## src/rtl/pgreg_pkg.sv

```systemverilog
package pgreg_pkg;

  typedef enum logic {
    ST_CMD  = 1'b0,
    ST_DATA = 1'b1
  } seq_st_e;

  // Per-cycle outcome of the sequencer
  typedef struct packed {
    logic wr;   // bus write issued
    logic rd;   // bus read issued
    logic ovr;  // data word under a read command
    logic und;  // read request under a write command
    logic bad;  // access to a nonexistent page
  } acc_ev_t;

  localparam int ERR_OVR = 0;
  localparam int ERR_UND = 1;
  localparam int ERR_BAD = 2;
  localparam int ERR_N   = 3;

endpackage

```

## src/rtl/pgreg_cmd_dec.sv

```systemverilog
module pgreg_cmd_dec #(
  parameter int WORD_W = 16,
  parameter int PAGE_W = 4,
  parameter int OFS_W  = 6
) (
  input  logic [WORD_W-1:0] word,
  output logic              dir_rd,
  output logic [PAGE_W-1:0] page,
  output logic [OFS_W-1:0]  ofs
);
  localparam int RD_POS   = WORD_W - 1;
  localparam int PAGE_LSB = RD_POS - PAGE_W;
  localparam int OFS_LSB  = PAGE_LSB - OFS_W;

  assign dir_rd = word[RD_POS];
  assign page   = word[RD_POS-1:PAGE_LSB];
  assign ofs    = word[PAGE_LSB-1:OFS_LSB];

  // Low bits below the offset field carry no meaning
  generate
    if (OFS_LSB > 0) begin : g_spare
      logic unused_spare;
      assign unused_spare = ^word[OFS_LSB-1:0];
    end
  endgenerate
endmodule

```

## src/rtl/pgreg_page_chk.sv

```systemverilog
module pgreg_page_chk #(
  parameter int PAGE_W    = 4,
  parameter int NUM_PAGES = 3
) (
  input  logic [PAGE_W-1:0] page,
  output logic              ok
);
  localparam int PAGE_SPAN = 1 << PAGE_W;

  generate
    if (NUM_PAGES >= PAGE_SPAN) begin : g_all
      logic unused_page;
      assign unused_page = ^page;
      assign ok = 1'b1;
    end else begin : g_cmp
      localparam logic [PAGE_W-1:0] LAST = PAGE_W'(NUM_PAGES - 1);
      assign ok = (page <= LAST);
    end
  endgenerate
endmodule

```

## src/rtl/pgreg_err.sv

```systemverilog
module pgreg_err #(
  parameter int N = 3
) (
  input  logic         clk,
  input  logic         rst,
  input  logic         clr,
  input  logic [N-1:0] set,
  output logic [N-1:0] flag
);
  generate
    for (genvar i = 0; i < N; i++) begin : g_flag
      always_ff @(posedge clk) begin
        if (rst)         flag[i] <= 1'b0;
        else if (set[i]) flag[i] <= 1'b1;   // a new event wins over clear
        else if (clr)    flag[i] <= 1'b0;
      end
    end
  endgenerate
endmodule

```

## src/rtl/pgreg_seq.sv

```systemverilog
module pgreg_seq
  import pgreg_pkg::*;
#(
  parameter int PAGE_W    = 4,
  parameter int OFS_W     = 6,
  parameter int NUM_PAGES = 3
) (
  input  logic              clk,
  input  logic              rst,
  input  logic              word_vld,
  input  logic              rd_req,
  input  logic              dec_rd,
  input  logic [PAGE_W-1:0] dec_page,
  input  logic [OFS_W-1:0]  dec_ofs,
  output logic [PAGE_W-1:0] cmd_page,
  output logic [OFS_W-1:0]  cmd_ofs,
  output acc_ev_t           ev
);
  seq_st_e st;
  logic    cmd_rd;
  logic    page_ok;
  logic    word_cmd;
  logic    word_dat;

  pgreg_page_chk #(.PAGE_W(PAGE_W), .NUM_PAGES(NUM_PAGES)) u_page_chk (
    .page (cmd_page),
    .ok   (page_ok)
  );

  // A read request takes the cycle; a colliding word is dropped
  always_comb begin
    word_cmd = word_vld && !rd_req && (st == ST_CMD);
    word_dat = word_vld && !rd_req && (st == ST_DATA);
    ev.wr  = word_dat && !cmd_rd && page_ok;
    ev.ovr = word_dat && cmd_rd;
    ev.rd  = rd_req && page_ok;
    ev.und = rd_req && !cmd_rd;
    ev.bad = !page_ok && (rd_req || (word_dat && !cmd_rd));
  end

  always_ff @(posedge clk) begin
    if (rst) begin
      st       <= ST_CMD;
      cmd_rd   <= 1'b0;
      cmd_page <= '0;
      cmd_ofs  <= '0;
    end else if (rd_req) begin
      cmd_ofs <= cmd_ofs + OFS_W'(1);
      st      <= ST_CMD;
    end else if (word_cmd) begin
      cmd_rd   <= dec_rd;
      cmd_page <= dec_page;
      cmd_ofs  <= dec_ofs;
      st       <= ST_DATA;
    end else if (word_dat) begin
      st <= ST_CMD;
    end
  end
endmodule

```

## src/rtl/pgreg_frontend.sv

```systemverilog
module pgreg_frontend
  import pgreg_pkg::*;
#(
  parameter int WORD_W    = 16,
  parameter int PAGE_W    = 4,
  parameter int OFS_W     = 6,
  parameter int NUM_PAGES = 3
) (
  input  logic              clk,
  input  logic              rst,
  input  logic              err_clr,
  input  logic              word_vld,
  input  logic [WORD_W-1:0] word_dat,
  input  logic              rd_req,
  output logic              rd_vld,
  output logic [WORD_W-1:0] rd_dat,
  output logic [PAGE_W-1:0] bus_page,
  output logic [OFS_W-1:0]  bus_ofs,
  output logic              bus_we,
  output logic [WORD_W-1:0] bus_wdat,
  output logic              bus_re,
  input  logic [WORD_W-1:0] bus_rdat,
  output logic              bus_done,
  output logic              err_ovr,
  output logic              err_und,
  output logic              err_bad
);
  logic              dec_rd;
  logic [PAGE_W-1:0] dec_page;
  logic [OFS_W-1:0]  dec_ofs;
  logic [PAGE_W-1:0] cmd_page;
  logic [OFS_W-1:0]  cmd_ofs;
  acc_ev_t           ev;
  logic [ERR_N-1:0]  err_set;
  logic [ERR_N-1:0]  err_q;
  logic              rp_vld;
  logic              rp_bad;

  pgreg_cmd_dec #(.WORD_W(WORD_W), .PAGE_W(PAGE_W), .OFS_W(OFS_W)) u_dec (
    .word   (word_dat),
    .dir_rd (dec_rd),
    .page   (dec_page),
    .ofs    (dec_ofs)
  );

  pgreg_seq #(.PAGE_W(PAGE_W), .OFS_W(OFS_W), .NUM_PAGES(NUM_PAGES)) u_seq (
    .clk      (clk),
    .rst      (rst),
    .word_vld (word_vld),
    .rd_req   (rd_req),
    .dec_rd   (dec_rd),
    .dec_page (dec_page),
    .dec_ofs  (dec_ofs),
    .cmd_page (cmd_page),
    .cmd_ofs  (cmd_ofs),
    .ev       (ev)
  );

  always_comb begin
    err_set          = '0;
    err_set[ERR_OVR] = ev.ovr;
    err_set[ERR_UND] = ev.und;
    err_set[ERR_BAD] = ev.bad;
  end

  pgreg_err #(.N(ERR_N)) u_err (
    .clk  (clk),
    .rst  (rst),
    .clr  (err_clr),
    .set  (err_set),
    .flag (err_q)
  );

  assign err_ovr = err_q[ERR_OVR];
  assign err_und = err_q[ERR_UND];
  assign err_bad = err_q[ERR_BAD];

  // Registered bus side
  always_ff @(posedge clk) begin
    if (rst) begin
      bus_we   <= 1'b0;
      bus_re   <= 1'b0;
      bus_done <= 1'b0;
      bus_page <= '0;
      bus_ofs  <= '0;
      bus_wdat <= '0;
    end else begin
      bus_we   <= ev.wr;
      bus_re   <= ev.rd;
      bus_done <= ev.wr | ev.rd;
      if (ev.wr | ev.rd) begin
        bus_page <= cmd_page;
        bus_ofs  <= cmd_ofs;
      end
      if (ev.wr) bus_wdat <= word_dat;
    end
  end

  // Read return: capture bus data during the strobe cycle
  always_ff @(posedge clk) begin
    if (rst) begin
      rp_vld <= 1'b0;
      rp_bad <= 1'b0;
      rd_vld <= 1'b0;
      rd_dat <= '0;
    end else begin
      rp_vld <= rd_req;
      rp_bad <= rd_req && !ev.rd;
      rd_vld <= rp_vld;
      if (rp_vld) rd_dat <= rp_bad ? '1 : bus_rdat;
    end
  end
endmodule

```

## config.mk

```make
export PLATFORM = sky130hd
export DESIGN_NAME = pgreg_frontend
export DESIGN_NICKNAME = d
export VERILOG_FILES = /design/src/rtl/pgreg_pkg.sv /design/src/rtl/pgreg_cmd_dec.sv /design/src/rtl/pgreg_page_chk.sv /design/src/rtl/pgreg_err.sv /design/src/rtl/pgreg_seq.sv /design/src/rtl/pgreg_frontend.sv
export SDC_FILE = /design/constraint.sdc
export NUM_CORES = 1
export LEC_CHECK = 0
export ABC_AREA = 1
export CORE_UTILIZATION = 48
export DETAILED_ROUTE_END_ITERATION = 8
export PLACE_DENSITY = 0.83
export SKIP_CTS_REPAIR_TIMING = 1
export SLEW_MARGIN = 30
export SYNTH_ARGS = -nofsm -noshare
export SYNTH_HDL_FRONTEND = slang
export SYNTH_SLANG_ARGS = --single-unit
```

## constraint.sdc

```tcl
create_clock -name clk -period 2.4 [get_ports clk]
set_clock_uncertainty 0.05 [all_clocks]
set_input_delay 0.72 -clock clk [delete_from_list [all_inputs] [get_ports clk]]
set_output_delay 0.72 -clock clk [all_outputs]
set_load 0.005 [all_outputs]
```

==> run metrics <==
Synth Area in Adders=less than 1%; Ys Warns=0; Mapped Cells=approximately 300; top_reg_cell synth=dfxtp_1; Clock Sinks=between 60 and 70; max-cap violation count=0; vias in the first global route=between 2,000 and 2,500; Hold WC Path Type=reg -> reg; Num CTS Buffers=9; post-route setup slack=approximately 0.39 ns; Crit Path Max Fanout=33; Synth area leader=dfxtp_1; Setup CP Type=in -> reg; CTS clk-pin slew, worst paths=0.06 ns; critical path arrival=around 2.2 ns; routability-driven placement congestion ratio=around 0.77; Worst setup endpoint=rd_dat[6]; Reg2Reg Setup Slack=slightly below 0.7 ns; Yosys cell types=33; Power, Total=2.27 mW; largest cells by area after synthesis=dfxtp_1 (52%), nor2_1 (7.6%), nand2_1 (6.5%), a21oi_1 (5.4%), nand3_1 (5.4%); top-count cell post-synth=dfxtp_1; full die area=~5300 um2; Async S/R FF share, synth=0%; worst slew pin tran=just under 0.9 ns; detailed-route via count=2,262; multiplexer share of the synthesized area=0%; DR pass1 iterations=5; Synth Area in Simple Gates=between 20% and 30%; compound-cell area share of the yosys netlist=13.3%; initial antenna violation count=0; Buffers on Ports=85; H-tree depth=3; total negative setup slack=0 ns; Nets=approximately 420; CP required=around 2.6 ns; FILL cells=between 400 and 500; number of remaining DRC errors=0; Worst setup EP type=flop; post-synth net total=between 300 and 400; Detailed Route WL=a little under 6 mm; main combinational cell family by area after synthesis=simple AND/OR/NAND/NOR gates; Area Growth Syn to Fin=44.0%; first-pass GRT wire length=approximately 9.3 mm; startpoint class of the critical path=input port; Rows=25; path depth of the worst reg2reg path=3; # IOs=86; die width=between 70 and 80 um; largest net degree at the start of global routing=34; WL/cell=roughly 13 um; Max clock buf depth=2; via density per instance=4.98; share of layout cells above drive strength 1=about 7.5%; total congestion overflow=0; CTS tree=built; Synth top area share=a little over half; cell area after synthesis=between 2000 and 2500 um2; core area=4790 um2; status=complete, no violations; Seq. cell area=between 1000 and 1500 um2; Crit. Startpoint=rst; Routed Antenna Nets=0; RSZ-0062 raised after global routing=no; DR iter-0 viols=128; xor/xnor share of the synthesized area=0%; power per cell area=653 nW/um2; pre-CTS setup slack=0.105 ns; post-synthesis sequential area ratio=roughly 52%; Final Max Slew Viols=0; dpl hpwl=3.93 mm; most instantiated cells after synthesis=dfxtp_1 (63), nor2_1 (49), nand2_1 (42); leakage=around 1.3 nW; post-synthesis register bit count=63; Max Clk Rate=between 0.4 and 0.5 GHz; synthesized area per cell=8.08 um2; Min-Delay Path Depth=2; final hold vios=0; CTS Root Cell=clkbuf_8; Final Util=approximately 73%; clock latency on the worst-skew pair=0.33 ns; Die Span Y=roughly 73 um; RR Endpoint=rd_dat[15]; Peak VDD IR=just under 0.4 mV; Tot GR Track Use=between 20% and 30%; worst reg2reg startpoint=rp_vld; period utilisation layout=83.6%; Post-synth EDFFs=0; # setup viols final=0; Slew HR=about two fifths; Multi-input gate area=1000 um2; Final min period=~2 ns; Initial Util=~50%; antenna fix cells=0
==> how the worst min path moves through the flow <==
stage | start | to
floorplan | bus_page[2] | bus_page[2]
global placement | bus_page[3] | bus_page[3]
detailed placement | bus_page[2] | bus_page[2]
CTS | bus_page[2] | bus_page[2]
global route | bus_page[2] | bus_page[2]
finish | bus_page[2] | bus_page[2]
==> routing by layer <==
metal	up-vias	track usage (%)	share of wire, %	routed length, um
li1	1158	-	-	-
met1	1015	30.2	47	2700
met2	78	35.9	46	2650
met3	11	5.39	5.2	303
met4	0	10.7	2.1	121
met5	-	0	0	0
==> cell type report <==
cell class,count,share of cell area (%)
well taps,67,2.41
repair buffers,88,25.1
clock inverters,3,0.504
flip-flops and latches,63,36.3
clock buffers,12,4.75
inverters,16,2.09
multi-input cells,205,28.9
==> cell usage in the layout, fill, tap and decap left out <==
| master | netlist | routed |
|---|---|---|
| clkinv_4 | 1 | 1 |
| nor2_1 | 49 | 49 |
| o21bai_1 | 1 | 1 |
| nor3_1 | 17 | 17 |
| o22ai_1 | 1 | 1 |
| buf_4 | 1 | 3 |
| inv_1 | 11 | 11 |
| nand2_1 | 42 | 42 |
| clkinvlp_4 | 0 | 1 |
| nand4_1 | 2 | 2 |
| clkbuf_8 | 0 | 12 |
| nand3_4 | 1 | 1 |
| nor2_4 | 1 | 1 |
| nor2_2 | 1 | 1 |
| nand3b_1 | 3 | 3 |
| o21ai_0 | 23 | 23 |
| inv_2 | 2 | 2 |
| a21oi_1 | 26 | 26 |
| nand3_1 | 26 | 26 |
| a31oi_1 | 1 | 1 |
| o211ai_1 | 1 | 1 |
| inv_8 | 1 | 1 |
| ha_1 | 1 | 1 |
| o21ai_1 | 2 | 2 |
| clkinv_2 | 0 | 2 |
| clkdlybuf4s50_1 | 0 | 85 |
| a22oi_1 | 2 | 2 |
| a211oi_1 | 1 | 1 |
| clkinv_1 | 1 | 1 |
| o21ai_4 | 1 | 1 |
| dfxtp_1 | 63 | 63 |
| nand2_4 | 2 | 2 |
| nor2_8 | 1 | 1 |
==> state kept, by name, summed over array words and instances (netlist names) <==
signal          cells
bus_wdat           16
rd_dat             16
bus_ofs             6
u_seq.cmd_ofs       6
bus_page            4
u_seq.cmd_page      4
u_err.flag          3
bus_done            1
bus_re              1
bus_we              1
rd_vld              1
rp_bad              1
rp_vld              1
u_seq.cmd_rd        1
u_seq.st            1
==> power by group <==
group	internal [mW]	switching (mW)
Clock	0.449	0.373
Combinational	0.166	0.142
Sequential	1.10	0.0391
Total	1.72	0.555
==> stage by stage <==
stage          cells  area (um2)  hold slack, ns
2_1_floorplan    299        2410           0.391
3_3_place_gp     439        3290           0.380
3_5_place_dp     439        3290           0.383
4_1_cts          454        3480           0.393
5_1_grt          454        3480           0.420
6_report         454        3480           0.392
==> worst max-delay path, cell delays in order <==
cell             delay [ns]
clkdlybuf4s50_1        0.42
inv_1                  0.64
o21ai_0                0.27
nor2_1                 0.16
==> cells by family after synthesis <==
family	after synthesis
AND/OR/NAND/NOR	145
flip-flops	63
AO/OA/AOI/OAI	59
buffers and inverters	31
adder cells (fa/ha/maj)	1
No activity file was read; power rests on OpenSTA's default activity.
